### config.mk
export PLATFORM = sky130hd
export DESIGN_NAME = sdinit_seq
export DESIGN_NICKNAME = d
export VERILOG_FILES = /design/src/rtl/sdinit_pkg.sv /design/src/rtl/sdinit_retry_ctr.sv /design/src/rtl/sdinit_busy_timer.sv /design/src/rtl/sdinit_seq.sv
export SDC_FILE = /design/constraint.sdc
export NUM_CORES = 1
export LEC_CHECK = 0
export CAP_MARGIN = 5
export CORE_UTILIZATION = 39
export DETAILED_ROUTE_END_ITERATION = 8
export PLACE_DENSITY = 0.68
export SLEW_MARGIN = 20
export SYNTH_ARGS = -nofsm -noshare
export SYNTH_HDL_FRONTEND = slang
export SYNTH_SLANG_ARGS = --single-unit
### constraint.sdc
create_clock -name clk -period 6.9 [get_ports clk]
set_input_delay 0.69 -clock clk [delete_from_list [all_inputs] [get_ports clk]]
set_output_delay 0.69 -clock clk [all_outputs]
set_load 0.02 [all_outputs]
### src/rtl/sdinit_pkg.sv
package sdinit_pkg;

  typedef enum logic [2:0] {
    RT_NONE = 3'd0, RT_R1 = 3'd1, RT_R1B = 3'd2, RT_R2 = 3'd3,
    RT_R3 = 3'd4, RT_R6 = 3'd5, RT_R7 = 3'd6
  } rtype_e;

  typedef enum logic [3:0] {
    ERR_NONE = 4'd0, ERR_GOIDLE = 4'd1, ERR_PROBE = 4'd2, ERR_OPCOND = 4'd3,
    ERR_ALLCID = 4'd4, ERR_ADDR = 4'd5, ERR_CSD = 4'd6, ERR_CID = 4'd7,
    ERR_SELECT = 4'd8, ERR_WIDTH = 4'd9
  } err_e;

  typedef enum logic [3:0] {
    ST_GOIDLE, ST_PROBE, ST_OC_APP, ST_OC, ST_ALLCID, ST_ADDR,
    ST_CSD, ST_CID, ST_SELECT, ST_BW_APP, ST_BW
  } step_e;

  typedef enum logic [2:0] {
    PH_IDLE, PH_REQ, PH_WAIT, PH_RST, PH_DONE, PH_FAIL
  } phase_e;

  typedef struct packed {
    logic [5:0] idx;
    rtype_e     rt;
    err_e       err;
  } stepinfo_t;

  localparam logic [31:0] PROBE_PATTERN = 32'h0000_01AA;
  localparam logic [31:0] OC_ARG_V2     = 32'h4030_0000;
  localparam logic [31:0] OC_ARG_V1     = 32'h0030_0000;
  localparam logic [31:0] BUS4_ARG      = 32'h0000_0002;

  function automatic stepinfo_t step_info(step_e s);
    case (s)
      ST_GOIDLE: return '{6'd0,  RT_NONE, ERR_GOIDLE};
      ST_PROBE:  return '{6'd8,  RT_R7,   ERR_PROBE};
      ST_OC_APP: return '{6'd55, RT_R1,   ERR_OPCOND};
      ST_OC:     return '{6'd41, RT_R3,   ERR_OPCOND};
      ST_ALLCID: return '{6'd2,  RT_R2,   ERR_ALLCID};
      ST_ADDR:   return '{6'd3,  RT_R6,   ERR_ADDR};
      ST_CSD:    return '{6'd9,  RT_R2,   ERR_CSD};
      ST_CID:    return '{6'd10, RT_R2,   ERR_CID};
      ST_SELECT: return '{6'd7,  RT_R1B,  ERR_SELECT};
      ST_BW_APP: return '{6'd55, RT_R1,   ERR_WIDTH};
      default:   return '{6'd6,  RT_R1,   ERR_WIDTH};
    endcase
  endfunction

  function automatic step_e next_step(step_e s);
    case (s)
      ST_GOIDLE: return ST_PROBE;
      ST_PROBE:  return ST_OC_APP;
      ST_OC_APP: return ST_OC;
      ST_OC:     return ST_ALLCID;
      ST_ALLCID: return ST_ADDR;
      ST_ADDR:   return ST_CSD;
      ST_CSD:    return ST_CID;
      ST_CID:    return ST_SELECT;
      ST_SELECT: return ST_BW_APP;
      default:   return ST_BW;
    endcase
  endfunction

endpackage

### src/rtl/sdinit_retry_ctr.sv
module sdinit_retry_ctr #(
  parameter int TRIES = 3
) (
  input  logic clk,
  input  logic rst_n,
  input  logic clr,
  input  logic bump,
  output logic last
);
  localparam int CW = $clog2(TRIES + 1);
  localparam logic [CW-1:0] LAST_V = CW'(TRIES - 1);

  logic [CW-1:0] cnt;

  always_ff @(posedge clk or negedge rst_n) begin
    if (!rst_n)     cnt <= '0;
    else if (clr)   cnt <= '0;
    else if (bump)  cnt <= cnt + 1'b1;
  end

  assign last = (cnt == LAST_V);

  AST_RETRY_CAP: assert property (@(posedge clk) disable iff (!rst_n)
    cnt < CW'(TRIES));

endmodule

### src/rtl/sdinit_busy_timer.sv
module sdinit_busy_timer #(
  parameter int LIMIT_US = 1000000
) (
  input  logic clk,
  input  logic rst_n,
  input  logic arm,
  input  logic tick,
  output logic expired
);
  localparam int CW = $clog2(LIMIT_US + 2);
  localparam logic [CW-1:0] LIM = CW'(LIMIT_US);

  logic [CW-1:0] cnt;
  logic          run;

  always_ff @(posedge clk or negedge rst_n) begin
    if (!rst_n) begin
      cnt <= '0;
      run <= 1'b0;
    end else if (arm) begin
      cnt <= '0;
      run <= 1'b1;
    end else if (run && tick && !expired) begin
      cnt <= cnt + 1'b1;
    end
  end

  assign expired = (cnt > LIM);

  AST_TMR_STICKY: assert property (@(posedge clk) disable iff (!rst_n)
    expired && !arm |=> expired);

endmodule

### src/rtl/sdinit_seq.sv
module sdinit_seq
  import sdinit_pkg::*;
#(
  parameter int PROBE_TRIES   = 3,
  parameter int BUSY_LIMIT_US = 1000000
) (
  input  logic        clk,
  input  logic        rst_n,
  input  logic        start,
  input  logic        us_tick,
  output logic        busy,
  output logic        done,
  output logic        fail,
  output logic [3:0]  err_code,
  output logic [1:0]  card_kind,
  output logic        hcs,
  output logic [31:0] ocr,
  output logic [15:0] rca,
  output logic        ctrl_rst,
  output logic        cmd_valid,
  input  logic        cmd_ready,
  output logic [5:0]  cmd_idx,
  output logic [31:0] cmd_arg,
  output logic [2:0]  cmd_rtype,
  input  logic        rsp_valid,
  input  logic        rsp_err,
  input  logic [31:0] rsp_word
);

  phase_e    phase;
  step_e     step;
  stepinfo_t info;
  err_e      err_q;
  logic      is_v2;
  logic      probe_last, oc_expired;
  logic      launch, rsp_take, probe_bump, timer_arm;

  assign info      = step_info(step);
  assign busy      = (phase == PH_REQ) || (phase == PH_WAIT) || (phase == PH_RST);
  assign done      = (phase == PH_DONE);
  assign fail      = (phase == PH_FAIL);
  assign ctrl_rst  = (phase == PH_RST);
  assign cmd_valid = (phase == PH_REQ);
  assign cmd_idx   = info.idx;
  assign cmd_rtype = info.rt;
  assign err_code  = err_q;

  always_comb begin
    case (step)
      ST_PROBE:  cmd_arg = PROBE_PATTERN;
      ST_OC:     cmd_arg = is_v2 ? OC_ARG_V2 : OC_ARG_V1;
      ST_CSD, ST_CID, ST_SELECT, ST_BW_APP: cmd_arg = {rca, 16'h0000};
      ST_BW:     cmd_arg = BUS4_ARG;
      default:   cmd_arg = 32'h0;
    endcase
  end

  assign launch     = start && !busy;
  assign rsp_take   = (phase == PH_WAIT) && rsp_valid;
  assign probe_bump = rsp_take && (step == ST_PROBE) && rsp_err && !probe_last;
  assign timer_arm  = rsp_take && (step == ST_PROBE);

  sdinit_retry_ctr #(.TRIES(PROBE_TRIES)) retry_i (
    .clk(clk), .rst_n(rst_n), .clr(launch), .bump(probe_bump), .last(probe_last)
  );

  sdinit_busy_timer #(.LIMIT_US(BUSY_LIMIT_US)) timer_i (
    .clk(clk), .rst_n(rst_n), .arm(timer_arm), .tick(us_tick), .expired(oc_expired)
  );

  always_ff @(posedge clk or negedge rst_n) begin
    if (!rst_n) begin
      phase     <= PH_IDLE;
      step      <= ST_GOIDLE;
      err_q     <= ERR_NONE;
      is_v2     <= 1'b0;
      hcs       <= 1'b0;
      ocr       <= '0;
      rca       <= '0;
      card_kind <= '0;
    end else begin
      case (phase)
        PH_REQ:  if (cmd_ready) phase <= PH_WAIT;
        PH_RST:  phase <= PH_REQ;
        PH_WAIT: if (rsp_valid) begin
          case (step)
            ST_PROBE: begin
              if (!rsp_err) begin
                if (rsp_word == PROBE_PATTERN) begin
                  is_v2 <= 1'b1;
                  step  <= ST_OC_APP;
                  phase <= PH_REQ;
                end else begin
                  err_q <= info.err;
                  phase <= PH_FAIL;
                end
              end else if (probe_last) begin
                step  <= ST_OC_APP;
                phase <= PH_REQ;
              end else begin
                phase <= PH_RST;
              end
            end
            ST_OC: begin
              if (rsp_err || oc_expired) begin
                err_q <= info.err;
                phase <= PH_FAIL;
              end else if (rsp_word[31]) begin
                ocr   <= rsp_word;
                hcs   <= rsp_word[30];
                step  <= ST_ALLCID;
                phase <= PH_REQ;
              end else begin
                step  <= ST_OC_APP;
                phase <= PH_REQ;
              end
            end
            default: begin
              if (rsp_err) begin
                err_q <= info.err;
                phase <= PH_FAIL;
              end else if (step == ST_BW) begin
                card_kind <= !is_v2 ? 2'd1 : (hcs ? 2'd3 : 2'd2);
                phase     <= PH_DONE;
              end else begin
                if (step == ST_ADDR) rca <= rsp_word[31:16];
                step  <= next_step(step);
                phase <= PH_REQ;
              end
            end
          endcase
        end
        default: if (start) begin
          phase     <= PH_REQ;
          step      <= ST_GOIDLE;
          err_q     <= ERR_NONE;
          is_v2     <= 1'b0;
          hcs       <= 1'b0;
          ocr       <= '0;
          rca       <= '0;
          card_kind <= '0;
        end
      endcase
    end
  end

  AST_REQ_HOLD: assert property (@(posedge clk) disable iff (!rst_n)
    cmd_valid && !cmd_ready |=> cmd_valid && $stable(cmd_idx) && $stable(cmd_arg));
  AST_ONE_OUTSTANDING: assert property (@(posedge clk) disable iff (!rst_n)
    cmd_valid && cmd_ready |=> !cmd_valid);
  AST_RSP_EXPECTED: assert property (@(posedge clk) disable iff (!rst_n)
    rsp_valid |-> phase == PH_WAIT);
  AST_RST_THEN_PROBE: assert property (@(posedge clk) disable iff (!rst_n)
    ctrl_rst |=> cmd_valid && cmd_idx == 6'd8);
  AST_ERR_HELD: assert property (@(posedge clk) disable iff (!rst_n)
    fail && !start |=> fail && $stable(err_code));
  AST_DONE_CLEAN: assert property (@(posedge clk) disable iff (!rst_n)
    done |-> err_code == 4'd0 && card_kind != 2'd0);
  AST_BUSY_EXIT: assert property (@(posedge clk) disable iff (!rst_n)
    busy |=> busy || done || fail);
  AST_SELECT_ADDR: assert property (@(posedge clk) disable iff (!rst_n)
    cmd_valid && cmd_idx == 6'd7 |-> cmd_arg == {rca, 16'h0000});

endmodule

==> results of run 1 <==
-- report_power, final --
| part | leakage, nW | switching [mW] | internal [mW] |
|---|---|---|---|
| registers | 1.18 | 0.0623 | 0.551 |
| logic | 1.27 | 0.297 | 0.217 |
| clock network | 0.153 | 0.208 | 0.297 |
| total | 2.60 | 0.567 | 1.06 |
-- registers in the layout (all words and copies together) (netlist names) --
signal / count
step: 4
phase: 3
retry_i.cnt: 2
ocr: 32
err_code: 4
card_kind: 2
timer_i.run: 1
timer_i.cnt: 20
rca: 16
is_v2: 1
-- through the flow --
stage / utilization / cell area (um2) / cells / hold WS (ps)
CTS: 0.5347 / 6106 / 723 / 491.3
floorplan: - / 4588 / 481 / 394.4
global placement: 0.5047 / 5763 / 705 / 477.9
global route: 0.5351 / 6110 / 723 / 487.4
finish: 0.5351 / 6110 / 723 / 425.2
detailed placement: 0.5070 / 5789 / 707 / 477.0
-- Yosys cell counts (all sizes together) (3+ instances only) --
master  number
a32o         5
nor3        11
xnor2        7
o21ai       34
and3         5
nor2        39
ha           9
a21o         3
o32ai        3
a21oi       20
a22o        32
nor3b        6
nor4         6
nand4        7
xor2         9
clkbuf      17
buf         33
nor2b        3
a31oi        4
o22ai        3
nand3       12
or2          4
nor4b        3
or3          3
dfrtp       85
and2        15
inv         11
nand2       57
mux2         4
-- worst max-delay path, stage by stage (launching register included) --
cell and delay (ps):
dfrtp_1 560, inv_1 360, nand2_1 160, o22ai_1 820
a22o_1 270, clkdlybuf4s50_1 590
-- cell usage in the layout (no fill, tap or decap), types with 3 or more instances in the layout --
master	n
dfrtp_1	85
xnor2_1	7
a21oi_1	18
buf_4	3
o22ai_1	3
xor2_1	9
or2_2	4
and3_1	4
o32ai_1	3
a31oi_1	4
nor3b_1	3
or3_1	3
ha_1	9
nand3_1	12
inv_1	11
nor2_1	37
nor2b_1	3
a32o_1	5
mux2_4	4
and2_1	15
nor3_1	7
a22o_1	32
nor3_2	4
a21o_1	3
nand4_1	7
nor4b_1	3
nor4_1	5
clkdlybuf4s50_1	127
clkbuf_16	9
o21ai_0	32
nand2_1	57
conb_1	11
-- kinds of logic (layout without fill, tap and decap cells) --
group                      Yosys count  after routing
adders and majority gates            9              9
and+or+nand+nor                    178            178
xor gates and xnor gates            16             16
other                                1             11
DFF                                 85             85
AOI/OAI and AO/OA                  117            117
buffers and inverters               61            160
muxes                                4              4
-- worst max-delay path by stage --
stage | start | endpoint | cells after the start
6_report | step[3] | cmd_arg[30] | 5
3_3_place_gp | step[3] | cmd_arg[30] | 5
4_1_cts | step[3] | cmd_arg[30] | 5
5_1_grt | step[3] | cmd_arg[30] | 5
2_1_floorplan | step[1] | cmd_arg[19] | 7
3_5_place_dp | step[3] | cmd_arg[30] | 5
-- final cells by class --
type | instances | area, um2
clock buffer | 10 | 239.0
clock inverter | 6 | 77.57
multi-input combinational | 335 | 2115
timing repair buffer | 133 | 1331
tap | 143 | 178.9
sequential | 85 | 2127
inverter | 11 | 41.29
fill | 1017 | 5309
-- metal layers --
layer / GRT usage / routed length, um / vias up
met1: 0.2824 / 5308 / 1882
met2: 0.3058 / 5426 / 146
li1: - / - / 1848
met4: 0.07714 / 215 / 0
met5: 0 / 0 / -
met3: 0.05467 / 891 / 19
==> metrics, run 1 <==
Initial Util 0.3985; Final Skew between 9 and 10 ps; WL final 11840 um; setup TNS 0 ps; share of layout cells above drive strength 1 0.07931; Tcrit/Tclk final 0.5484; initial antenna violation count 0; compound-gate portion of the synthesized area 0.1804; Syn Area/Cell 9.662 um2; Required @ worst endpoint 6210 ps; Die Width 110.0 um; Pleak 2.603 nW; kind of critical path flip-flop to output pin; synth unique cells 58; Die ar. 12100 um2; Synth warnings 0; Post-CTS Hold Buffers 0; total grt overflow 0; power consumption 1.632 mW; final hold viol count 0; Synth Area in XOR/XNOR 0.03079; FP Rows 39; Final setup viols 0; dpl hpwl 8514 um; gpl congestion 0.8940; TritonCTS clock tree yes; root buffer cell clkbuf_16; RR Startpoint step[1]; number of vias per cell 5.387; global-route usage over all layers 0.2043; top cells by area, synth dfrtp_1 (47%), a22o_1 (6.2%), nand2_1 (4.7%), buf_4 (4.0%), o21ai_0 (3.5%); MaxCap Viol Count 0; reg-to-reg endpoint ocr[3]; TritonCTS Buffers 9; worst-path maximum fanout 17; worst path arrival time 3090 ps; worst skew pair latency around 330 ps; status complete, no violations; DR pass1 iterations 5; core area 11420 um2; PortBufs around 130; Post-Synth Simple-Gate Area 0.2046; Crit. End Element output pin; largest net degree at the start of global routing 86; number of synthesized flops with an enable pin 0; min Tclk post-route 3784 ps; Area growth syn-to-layout 34.26%; Die Height 110.0 um; final slew viol count 0; H-tree Lvls 3; register area share after synthesis 0.4674; I/O Pins 140; WL/cell approximately 16 um; worst slack at placement 3459 ps; Max Fclk around 0.26 GHz; post-synthesis register bit count 85; Antenna Cells 0; VDD IR max 0.0001567 V; Slew @ Worst Pin 1023 ps; starting DRC count in detailed routing 235; CP Launch Type flip-flop; most area-hungry cell type in the Yosys netlist dfrtp_1; Syn Std Cell Area 4551 um2; worst relative slew slack 0.3179; first-pass GRT wire length 18820 um; main combinational cell family by area after synthesis simple AND/OR/NAND/NOR gates; clock sinks 85; post-synth top area share 0.4674; drt drc 0; FF-to-FF path depth 8; cells after synthesis 471; # nets final just over 600; post-CTS resize count 0; r2r setup slk about 4200 ps; Worst Hold Class input port to async pin; Synth Area in Adders 0.02475; FFs w/ async S/R, synth 1.000; DR vias 3895; setup repair bufs after CTS 0; antenna-violating nets left 0; mux contribution to synthesized area 0.01320; PD cells 267.1 nW/um2; Worst-path clk slew 70 ps; Clock Tree Buf Depth 2; Main synth FF type dfrtp_1; RSZ-0062 raised after global routing no; number of global-route vias before repair 3715; Setup WS post-layout 3116 ps
Note: power is estimated with default switching activity, not from simulation.
==> run 2, diff against run 1 <==
==> constraint.sdc (replaced) <==
create_clock -name clk -period 3.95 [get_ports clk]
set_input_delay 0.395 -clock clk [delete_from_list [all_inputs] [get_ports clk]]
set_output_delay 0.395 -clock clk [all_outputs]
set_load 0.02 [all_outputs]
==> metrics, run 2 (synthesis gave the netlist of run 1 again) <==
status complete, no violations; global-route usage over all layers 0.2092; NetSw between 0.9 and 1 mW; kind of critical path flip-flop to output pin; root buffer cell clkbuf_16; largest net degree at the start of global routing 86; Final setup viols 0; gpl congestion about 0.84; worst relative slew slack 0.4684; Initial Util 0.3985; Clk network pwr share 0.319; commonest non-fill, non-tap cell in the layout clkdlybuf4s50_1; dpl hpwl approximately 8600 um; commonest cells after routing, fill and taps aside clkdlybuf4s50_1 (127), dfrtp_1 (85), nand2_1 (57), nor2_1 (37); Worst-path clk slew approximately 70 ps; Max Fclk between 0.3 and 0.4 GHz; final slew viol count 0; Clock Tree Buf Depth 2; CP Launch Type flip-flop; number of vias per cell 5.401; worst slack at placement between 1000 and 1500 ps; max reg flops 32; Sequential Power Share 0.371; power consumption 2.899 mW; H-tree Lvls 3; design area 6112 um2; Int Pwr 1.906 mW; top flop regs ocr: 32 flops, timer_i.cnt: 20 flops, rca: 16 flops; Post-CTS Hold Buffers 0; Sw Share 0.3425; share of layout cells above drive strength 1 0.07931; Tcrit/Tclk final 0.7704; antenna-violating nets left 0; FP Rows 39; Final Skew approximately 7.8 ps; setup repair bufs after CTS 0; Antenna Cells 0; Worst Hold Class input port to async pin; DR vias 3905; first-pass GRT wire length 19330 um; I/O Pins 140; Gate power share 0.310; Setup WS post-layout just over 900 ps; clock sinks 85; MaxCap Viol Count 0; total grt overflow 0; setup TNS 0 ps; TritonCTS Buffers 9; Die Height approximately 110 um; drt drc 0; WL/cell 16.50 um; post-CTS resize count 0; RSZ-0062 raised after global routing no; PortBufs 128; Crit. End Element output pin; starting DRC count in detailed routing 256; Pleak about 2.6 nW; worst path arrival time 2650 ps; TritonCTS clock tree yes; Slew @ Worst Pin 797.3 ps; number of global-route vias before repair ~3700; Die ar. 12100 um2; initial antenna violation count 0; core area 11420 um2; WL final approximately 12000 um; final hold viol count 0; worst-path maximum fanout 17; VDD IR max approximately 0.00028 V; placement-stage cell area 5778 um2; Top reg by flops ocr; DR pass1 iterations 4; PD cells 474.3 nW/um2; min Tclk post-route 3043 ps; Area growth syn-to-layout 34.31%; # nets final 623; worst skew pair latency between 300 and 400 ps; Die Width 110.0 um; FF-to-FF path depth 8; Required @ worst endpoint 3560 ps
[run 2: per-stage QoR]
stage	instances	utilization	hold slack (ps)
floorplan	481	-	99.41
global placement	707	0.5060	471.5
detailed placement	707	0.5060	479.9
CTS	723	0.5350	312.0
global route	723	0.5353	177.1
finish	723	0.5353	116.6
[run 2: critical path, stage by stage, from the launching register on]
cell	delay, ps
dfrtp_1	560
inv_1	380
nand2_1	160
o22ai_1	230
buf_4	240
and2_1	140
clkdlybuf4s50_1	600
[run 2: worst paths after layout]
check	start	end	slack [ps]
min in group clk	retry_i.cnt[0]	retry_i.cnt[0]	490
worst min-delay path	rst_n	timer_i.cnt[4]	120
worst min register to register	retry_i.cnt[0]	retry_i.cnt[0]	490
worst max-delay path	step[3]	cmd_arg[26]	910
worst max register to register	step[1]	ocr[18]	1340
max in group asynchronous	rst_n	rca[8]	3330
[run 2: power by group through the flow]
stage               clock network (mW)  registers (mW)  logic, mW
finish                           0.925            1.07      0.899
global route                     0.975            1.09      0.987
CTS                              0.941            1.07      0.902
detailed placement                   0            1.09      0.900
global placement                     0            1.08      0.886
floorplan                            0            1.12      0.520
[run 2: metal layers]
metal	GRT usage	vias up	wire [um]
met1	0.3002	1894	5560
met3	0.03998	7	672
met4	0.05714	0	102
li1	-	1854	-
met5	0	-	0
met2	0.3228	150	5594
[run 2: layout make-up]
cell class | count | area [um2]
sequential | 85 | 2127
clock buffer | 9 | 225.2
fill | 1026 | 5306
clock inverter | 7 | 105.1
tap | 143 | 178.9
inverter | 11 | 41.29
timing repair buffer | 133 | 1320
multi-input combinational | 335 | 2115
==> run 3, diff against run 2 <==
==> constraint.sdc (replaced) <==
create_clock -name clk -period 3 [get_ports clk]
set_input_delay 0.3 -clock clk [delete_from_list [all_inputs] [get_ports clk]]
set_output_delay 0.3 -clock clk [all_outputs]
set_load 0.02 [all_outputs]
==> metrics, run 3 (synthesis gave the netlist of run 1 again) <==
Sw Share 0.3641; Final setup viols 0; worst-path maximum fanout 16; initial antenna violation count 0; final hold slack -11.22 ps; Worst-path clk slew 70 ps; CP peak stage delay 610 ps; core area 11420 um2; worst path arrival time 2530 ps; Max Fclk 0.3540 GHz; Final Skew 13.44 ps; worst relative slew slack 0.4646; PortBufs 128; Initial Util 0.3985; critical path depth 7; Clock Tree Buf Depth 2; starting DRC count in detailed routing 220; gpl congestion 0.8467; met2 wire length 5350 um; clock sinks 85; largest net degree at the start of global routing 86; failing checks negative hold slack; global-route usage over all layers 0.2028; M1 WL 5418 um; status complete, but fails checks; Clk network pwr share 0.300; Slew @ Worst Pin 803.1 ps; TritonCTS Buffers 9; Die ar. 12100 um2; Highest Signal Layer met4; TritonCTS clock tree yes; FF-to-FF path depth 8; Pleak 2.604 nW; Die Height 110.0 um; # nets final 625; root buffer cell clkbuf_16; final slew viol count 0; Post-CTS Hold Buffers 0; CP bufs+invs 3; kind of critical path flip-flop to output pin; slowest CP cell clkdlybuf4s50_1; CP Launch Type flip-flop; Int Pwr 2.359 mW; DR pass1 iterations 5; antenna-violating nets left 0; commonest cells after routing, fill and taps aside clkdlybuf4s50_1 (127), dfrtp_1 (85), nand2_1 (57), nor2_1 (37); Tcrit/Tclk final 0.9417; RR Startpoint step[1]; Top reg by flops ocr; WL/cell around 16 um; commonest non-fill, non-tap cell in the layout clkdlybuf4s50_1; Critical Path Source step[1]; Area growth syn-to-layout 34.07%; Crit. End Element output pin; WL final 11870 um; Antenna Cells 0; largest delay contributor family on the critical path buffers and inverters; dpl hpwl 8411 um; CP Cell Sequence inv_1 > ha_2 > o21ai_0 > o22ai_1 > buf_4 > and2_1 > clkdlybuf4s50_1; NetSw approximately 1.4 mW; Die Width around 110 um; Gate power share 0.320; post-CTS resize count 0; Final Core Density 0.5343; Sequential Power Share 0.379; FP Rows 39; final hold viol count 3; power consumption 3.710 mW; I/O Pins 140; MaxCap Viol Count 0; drt drc 0; H-tree Lvls 3; Worst Hold Class input port to async pin; number of vias per cell 5.383; Required @ worst endpoint around 2700 ps; share of layout cells above drive strength 1 0.08591; DR vias 3903; top flop regs ocr: 32 flops, timer_i.cnt: 20 flops, rca: 16 flops; VDD IR max 0.0003181 V; worst skew pair latency 340 ps; first-pass GRT wire length ~19000 um; setup repair bufs after CTS 0; number of global-route vias before repair 3689; wire length on met3 831 um; PD cells 608.0 nW/um2; total grt overflow 0; min Tclk post-route 2825 ps; max reg flops 32
==> run 3: path summary, 6_finish.rpt <==
check / to / slack (ps)
min in group clk: timer_i.cnt[19] / 490
worst min-delay path: timer_i.cnt[3] / -10
worst max-delay path: cmd_arg[22] / 170
max in group asynchronous: timer_i.cnt[10] / 2460
worst max register to register: ocr[2] / 520
worst min register to register: timer_i.cnt[19] / 490
==> run 3: metrics by stage <==
stage / cells / TNS (ps) / hold WS [ps] / instance area, um2 / setup slack (ps)
after floorplan: 481 / 0 / 4.409 / 4588 / 805.3
after global placement: 709 / 0 / 478.3 / 5793 / 460.8
after detailed placement: 709 / 0 / 473.9 / 5793 / 393.0
after CTS: 725 / 0 / 211.1 / 6093 / 86.18
after global routing: 725 / -0.1326 / 82.99 / 6101 / -0.1326
final: 725 / 0 / -11.22 / 6101 / 175.0
==> run 3: layout make-up <==
| type | instances | area, um2 |
|---|---|---|
| fillers | 1014 | 5318 |
| flip-flops and latches | 85 | 2127 |
| multi-input cells | 335 | 2118 |
| repair buffers | 135 | 1335 |
| clock buffers | 9 | 225.2 |
| well taps | 143 | 178.9 |
| clock inverters | 7 | 75.07 |
| inverters | 11 | 41.29 |
==> run 3: routing by layer <==
| layer | global-route usage | vias up |
|---|---|---|
| li1 | - | 1840 |
| met1 | 0.2950 | 1872 |
| met3 | 0.03704 | 21 |
| met2 | 0.3000 | 170 |
| met4 | 0.07524 | 0 |
| met5 | 0 | - |
==> run 3: power by group through the flow <==
stage	clock, mW	sequential, mW	combinational (mW)
after floorplan	0	1.47	0.685
after global placement	0	1.42	1.17
after detailed placement	0	1.42	1.19
after CTS	1.13	1.41	1.19
after global routing	1.17	1.43	1.31
final	1.11	1.41	1.19
==> run 3: worst register-to-register path, cell delays in order (launching register included) <==
cell and delay, ps:
dfrtp_1 520, ha_1 320, nor2b_1 240, and2_2 300, and3b_1 210, nor3b_2 220, nor2_2 50, buf_4 230
a22o_1 290
